<file path="src/rtl/int_alu_pkg.sv">
package int_alu_pkg;
  localparam int OP_W = 4;

  typedef enum logic [OP_W-1:0] {
    FN_AND  = 4'd0,
    FN_OR   = 4'd1,
    FN_ADD  = 4'd2,
    FN_NOR  = 4'd3,
    FN_SLL  = 4'd4,
    FN_SRL  = 4'd5,
    FN_SUB  = 4'd6,
    FN_SLT  = 4'd7,
    FN_SLTU = 4'd8,
    FN_SRA  = 4'd9
  } alu_fn_e;
endpackage

</file>
<file path="src/rtl/int_alu_addsub.sv">
module int_alu_addsub #(
  parameter int DATA_W = 32
) (
  input  logic [DATA_W-1:0] a,
  input  logic [DATA_W-1:0] b,
  input  logic              sub,
  output logic [DATA_W-1:0] sum,
  output logic              lt_signed,
  output logic              lt_unsigned
);
  localparam int MSB = DATA_W - 1;

  logic [DATA_W:0]   wide;
  logic [DATA_W-1:0] b_eff;

  always_comb begin
    b_eff = b ^ {DATA_W{sub}};
    wide  = {1'b0, a} + {1'b0, b_eff} + {{DATA_W{1'b0}}, sub};
    sum   = wide[DATA_W-1:0];
    // No carry out of A + ~B + 1 means A is below B as a magnitude.
    lt_unsigned = ~wide[DATA_W];
    // If the signs differ, the negative operand is the smaller one.
    // Otherwise the difference cannot overflow, so its sign bit decides.
    lt_signed = (a[MSB] != b[MSB]) ? a[MSB] : sum[MSB];
  end

  // when the sign bits agree, the signed and unsigned orders agree
  always_comb begin
    if (sub && (a[MSB] == b[MSB]))
      a_r6_r7_same_sign_order: assert (lt_signed == lt_unsigned)
        else $error("signed and unsigned compare disagree on same-sign operands");
  end

  // the borrow matches the magnitude compare
  always_comb begin
    if (sub)
      a_r7_borrow_is_less: assert (lt_unsigned == (a < b))
        else $error("borrow does not match unsigned compare");
  end
endmodule

</file>
<file path="src/rtl/int_alu_bitwise.sv">
module int_alu_bitwise #(
  parameter int DATA_W = 32
) (
  input  logic [DATA_W-1:0] a,
  input  logic [DATA_W-1:0] b,
  output logic [DATA_W-1:0] and_o,
  output logic [DATA_W-1:0] or_o,
  output logic [DATA_W-1:0] nor_o
);
  always_comb begin
    and_o = a & b;
    or_o  = a | b;
    nor_o = ~or_o;
  end
endmodule

</file>
<file path="src/rtl/int_alu_shifter.sv">
module int_alu_shifter #(
  parameter int DATA_W  = 32,
  parameter int SHAMT_W = $clog2(DATA_W)
) (
  input  logic [DATA_W-1:0]  din,
  input  logic [SHAMT_W-1:0] shamt,
  output logic [DATA_W-1:0]  sll_o,
  output logic [DATA_W-1:0]  srl_o,
  output logic [DATA_W-1:0]  sra_o
);
  localparam int MSB = DATA_W - 1;

  logic [DATA_W-1:0] lft [SHAMT_W+1];
  logic [DATA_W-1:0] rlz [SHAMT_W+1];
  logic [DATA_W-1:0] ras [SHAMT_W+1];
  logic              fill;

  assign fill   = din[MSB];
  assign lft[0] = din;
  assign rlz[0] = din;
  assign ras[0] = din;

  // One stage per shift-count bit; stage k moves the data by 2**k places.
  for (genvar k = 0; k < SHAMT_W; k++) begin : g_stage
    localparam int STEP = 1 << k;
    assign lft[k+1] = shamt[k] ? {lft[k][MSB-STEP:0], {STEP{1'b0}}} : lft[k];
    assign rlz[k+1] = shamt[k] ? {{STEP{1'b0}}, rlz[k][MSB:STEP]}   : rlz[k];
    assign ras[k+1] = shamt[k] ? {{STEP{fill}}, ras[k][MSB:STEP]}   : ras[k];
  end

  assign sll_o = lft[SHAMT_W];
  assign srl_o = rlz[SHAMT_W];
  assign sra_o = ras[SHAMT_W];

  // a zero count passes the data through unchanged
  always_comb begin
    if (shamt == '0)
      a_r8_r9_r10_zero_count: assert ((sll_o == din) && (srl_o == din) && (sra_o == din))
        else $error("zero shift count changed the data");
  end

  // the sign-filling shift keeps the sign bit
  always_comb begin
    a_r10_sign_kept: assert (sra_o[MSB] == din[MSB])
      else $error("sign-filling shift lost the sign bit");
  end

  // the two right shifts differ only where the fill bits go
  always_comb begin
    if (!din[MSB])
      a_r9_r10_positive_same: assert (srl_o == sra_o)
        else $error("right shifts differ on a non-negative value");
  end
endmodule

</file>
<file path="src/rtl/int_alu.sv">
module int_alu
  import int_alu_pkg::*;
#(
  parameter int DATA_W  = 32,
  parameter int SHAMT_W = $clog2(DATA_W)
) (
  input  logic [DATA_W-1:0]  a_i,
  input  logic [DATA_W-1:0]  b_i,
  input  logic [SHAMT_W-1:0] shamt_i,
  input  logic [OP_W-1:0]    op_i,
  output logic [DATA_W-1:0]  result_o,
  output logic               zero_o
);
  logic              sub_sel;
  logic [DATA_W-1:0] sum, and_v, or_v, nor_v, sll_v, srl_v, sra_v;
  logic              lt_s, lt_u;

  // Subtract, and both compares, share the single adder.
  assign sub_sel = (op_i == FN_SUB) || (op_i == FN_SLT) || (op_i == FN_SLTU);

  int_alu_addsub #(.DATA_W(DATA_W)) u_addsub (
    .a(a_i), .b(b_i), .sub(sub_sel),
    .sum(sum), .lt_signed(lt_s), .lt_unsigned(lt_u)
  );

  int_alu_bitwise #(.DATA_W(DATA_W)) u_bitwise (
    .a(a_i), .b(b_i), .and_o(and_v), .or_o(or_v), .nor_o(nor_v)
  );

  int_alu_shifter #(.DATA_W(DATA_W), .SHAMT_W(SHAMT_W)) u_shifter (
    .din(a_i), .shamt(shamt_i), .sll_o(sll_v), .srl_o(srl_v), .sra_o(sra_v)
  );

  always_comb begin
    case (op_i)
      FN_AND:  result_o = and_v;
      FN_OR:   result_o = or_v;
      FN_ADD:  result_o = sum;
      FN_NOR:  result_o = nor_v;
      FN_SLL:  result_o = sll_v;
      FN_SRL:  result_o = srl_v;
      FN_SUB:  result_o = sum;
      FN_SLT:  result_o = {{(DATA_W-1){1'b0}}, lt_s};
      FN_SLTU: result_o = {{(DATA_W-1){1'b0}}, lt_u};
      FN_SRA:  result_o = sra_v;
      default: result_o = '0;
    endcase
  end

  assign zero_o = ~|result_o;

  // equality test through subtract
  always_comb begin
    if (op_i == FN_SUB)
      a_r12_sub_equal: assert (zero_o == (a_i == b_i))
        else $error("zero flag does not track operand equality");
  end

  // compare results are 0 or 1
  always_comb begin
    if ((op_i == FN_SLT) || (op_i == FN_SLTU))
      a_r6_r7_flag_width: assert (result_o[DATA_W-1:1] == '0)
        else $error("compare result has high bits set");
  end

  // NOR with a zero operand inverts A
  always_comb begin
    if ((op_i == FN_NOR) && (b_i == '0))
      a_r3_nor_not: assert (result_o == ~a_i)
        else $error("NOR with zero is not an inversion");
  end

  // unused codes give zero
  always_comb begin
    if (op_i > FN_SRA)
      a_r11_unused_zero: assert (zero_o && (result_o == '0))
        else $error("unused code produced a nonzero result");
  end
endmodule

</file>
<file path="config.mk">
export PLATFORM = sky130hd
export DESIGN_NAME = int_alu
export DESIGN_NICKNAME = d
export VERILOG_FILES = /design/src/rtl/int_alu_pkg.sv /design/src/rtl/int_alu_addsub.sv /design/src/rtl/int_alu_bitwise.sv /design/src/rtl/int_alu_shifter.sv /design/src/rtl/int_alu.sv
export SDC_FILE = /design/constraint.sdc
export NUM_CORES = 1
export LEC_CHECK = 0
export BUFFER_PORTS_ARGS = -buffer_cell sky130_fd_sc_hd__clkbuf_2
export CORE_MARGIN = 2
export CORE_UTILIZATION = 36
export DETAILED_ROUTE_END_ITERATION = 10
export SLEW_MARGIN = 20
export SYNTH_ARGS = -nofsm -noshare
export SYNTH_HDL_FRONTEND = slang
export SYNTH_SLANG_ARGS = --single-unit
</file>
<file path="constraint.sdc">
create_clock -name vclk -period 9.58
set_input_delay 1.916 -clock vclk [all_inputs]
set_output_delay 1.916 -clock vclk [all_outputs]
set_load 0.05 [all_outputs]
</file>
==> qor.yml <==
outcome:
  status: "finished, final reports clean"
setup_path:
  path_class: "in -> out"
  path_buf_inv: 3
  worst-path-max-fanout: 14
  critPathMaxStageDelay_ps: 700
  cp_data_required_time_ps: 7660
  crit_arrival_ps: 7090
  path_delay_family: "simple AND/OR/NAND/NOR gates"
  crit_chain: "clkbuf_2, nor4b_2, buf_4, or2_2, xor2_1, ha_1, nand4_1, o41ai_1, a21oi_1, o41ai_1, nor2_1, xor2_1, o21ai_0, or4_1, nor4_1, nand3b_1, nor3_2, buf_12"
  cpMaxStageDelayCell: "o41ai_1"
  end_kind: "output port"
  start_kind: "primary input"
synth:
  synth_cell_types: 92
  synth_area_mm2: 0.00847
  synth-simple-area-share_pct: 24.4
  synthAdderAreaFrac_pct: 7.41
  synthCells: 1177
  ys_warn_count: 0
  synth.area.mux_share_pct: 26.0
  synth_top_family_by_area: "compound AO/OA/AOI/OAI gates"
  synth_compound_area_share_pct: 28.7
  syn-num-nets: 1286
  synth_xor_xnor_area_share_pct: 4.75
  ys_seq_area_share_pct: 0
  avgSynthCellArea_um2: 7.20
timing:
  fin_crit_sh_pct: 94.0
  report.final.slew_viol_count: 0
  max_freq_ghz: 0.111
  finalHoldViolCount: 0
  setup_viol: 0
  min_period_ps: 9000
  layout_setup_ws_ps: 576
  setup_tns_ps: 0
  tightest_slew_ps: 1030
  rsz0062_at_grt: "no"
  slew_headroom_pct: 30.7
cells_and_area:
  numSequentialCells: 0
  final_layout_size_suffix_gt1_share_pct: 20.6
  area.growth.synth_to_final_pct: 6.41
  final-seq-area_um2: 0
  layout_common_cells: "nand2_1 (113), nor2_1 (102), clkbuf_2 (102)"
  fin_nets: 1292
  fill_cells: 2563
  clkbuf_count: 0
  n_antenna_cell: 0
  final_common_cell: "nand2_1"
  multiInputGateArea_mm2: 0.00776
detailed_routing:
  wl_um: 41900
  drc: 0
  initialDrtViolationCount: 1289
  detail_route.first_pass.iterations: 7
  dr_total_vias: 10300
  antenna_left: 0
  vias_per_cell: 6.88
  drt-wirelength-per-cell_um: 28.0
global_route:
  grt_first_pass_wirelength_um: 61300
  grt_max_degree: 68
  gr-total-overflow: 0
  grt_pass1_vias: 9514
  antenna_found_initial: 2
  grt_util_all_layers_pct: 32.9
die:
  die_w_um: 157
  initial_core_util_pct: 36.4
  die-area_mm2: 0.0248
  rows: 56
  pin_count: 106
  die_height_um: 157
  core_mm2: 0.0233
placed_design:
  dp_hpwl_um: 33000
  place_ws_ps: 668
  gp_congestion: 1.10
  io_buffer_count: 106
power:
  vdd_drop_max_mv: 0.0540
  leakagePower_nw: 3.60
  powerDensity_mw_per_mm2: 77.1
cts:
  postCtsHoldBufs: 0
  post_cts_buffers: 0
  ctsResizeCount: 0
flow_run:
  maxCapViolCount: 0
min_path:
  hp-class: "in -> out"
worst min-delay path, cell delays in order:
cell      delay (ps)
clkbuf_2         140
nor3_1            60
o21ai_0          150
o211ai_1         160
clkbuf_2         280
logic make-up (layout without fill, tap and decap cells):
group           after synthesis  count (layout)
fa+ha+maj                    53              53
compound gates              359             359
buf+inv                     155             159
simple gates                418             418
mux                         146             146
xor+xnor                     46              46
metrics by stage:
| stage | power, W | utilization (%) | hold WS (ps) | instance area [um^2] | cells |
|---|---|---|---|---|---|
| after floorplan | 0.000485 | - | 4420 | 8470 | 1177 |
| after global placement | 0.000674 | 38.8 | 4620 | 9020 | 1500 |
| after detailed placement | 0.000674 | 38.8 | 4610 | 9020 | 1500 |
| after CTS | 0.000677 | 38.8 | 4620 | 9020 | 1500 |
| after global routing | 0.000734 | 38.8 | 4670 | 9020 | 1500 |
| final | 0.000695 | 38.8 | 4630 | 9020 | 1500 |
report_power, final:
part           leakage, nW  total [W]  switching (W)  internal, W
sequential               0          0              0            0
clock                    0          0              0            0
combinational         3.60   0.000695       0.000459     0.000236
cells in the mapped netlist, types with 13 or more instances:
cell type / count / area share (%)
nand2_1: 113 / 5.0
nor2_1: 102 / 4.5
o21ai_0: 83 / 4.9
clkbuf_1: 76 / 3.4
a21oi_1: 75 / 4.4
mux2i_1: 69 / 8.1
mux4_2: 52 / 14
nor3_1: 46 / 2.7
ha_1: 35 / 5.2
xor2_1: 35 / 3.6
nand3_1: 28 / 1.7
inv_1: 24 / 1.1
o22ai_1: 22 / 1.6
buf_2: 21 / 1.2
mux2_2: 19 / 2.5
o211ai_1: 19 / 1.7
nand4_1: 18 / 1.3
maj3_1: 17 / 2.0
a211oi_1: 15 / 1.3
and2_1: 14 / 1.0
nand2b_1: 13 / 0.96
area by class of cell:
| class | instances | share of cell area (%) |
|---|---|---|
| multi-input combinational | 1022 | 86.1 |
| tap | 319 | 4.43 |
| inverter | 25 | 1.04 |
| timing repair buffer | 134 | 8.46 |
layer usage:
metal  up-vias  wire length [um]  GRT usage [%]
met3       129              4130           4.10
met1      4986             16900           44.6
met5         -                 7              0
met4         2              2120           13.8
met2       696             18800           52.6
li1       4512                 -              -
worst paths after layout:
kind	cells after the start	endpoint	slack [ps]	start
min	5	result_o[6]	4630	b_i[6]
max	18	zero_o	580	op_i[3]
No activity file was read; power rests on OpenSTA's default activity.
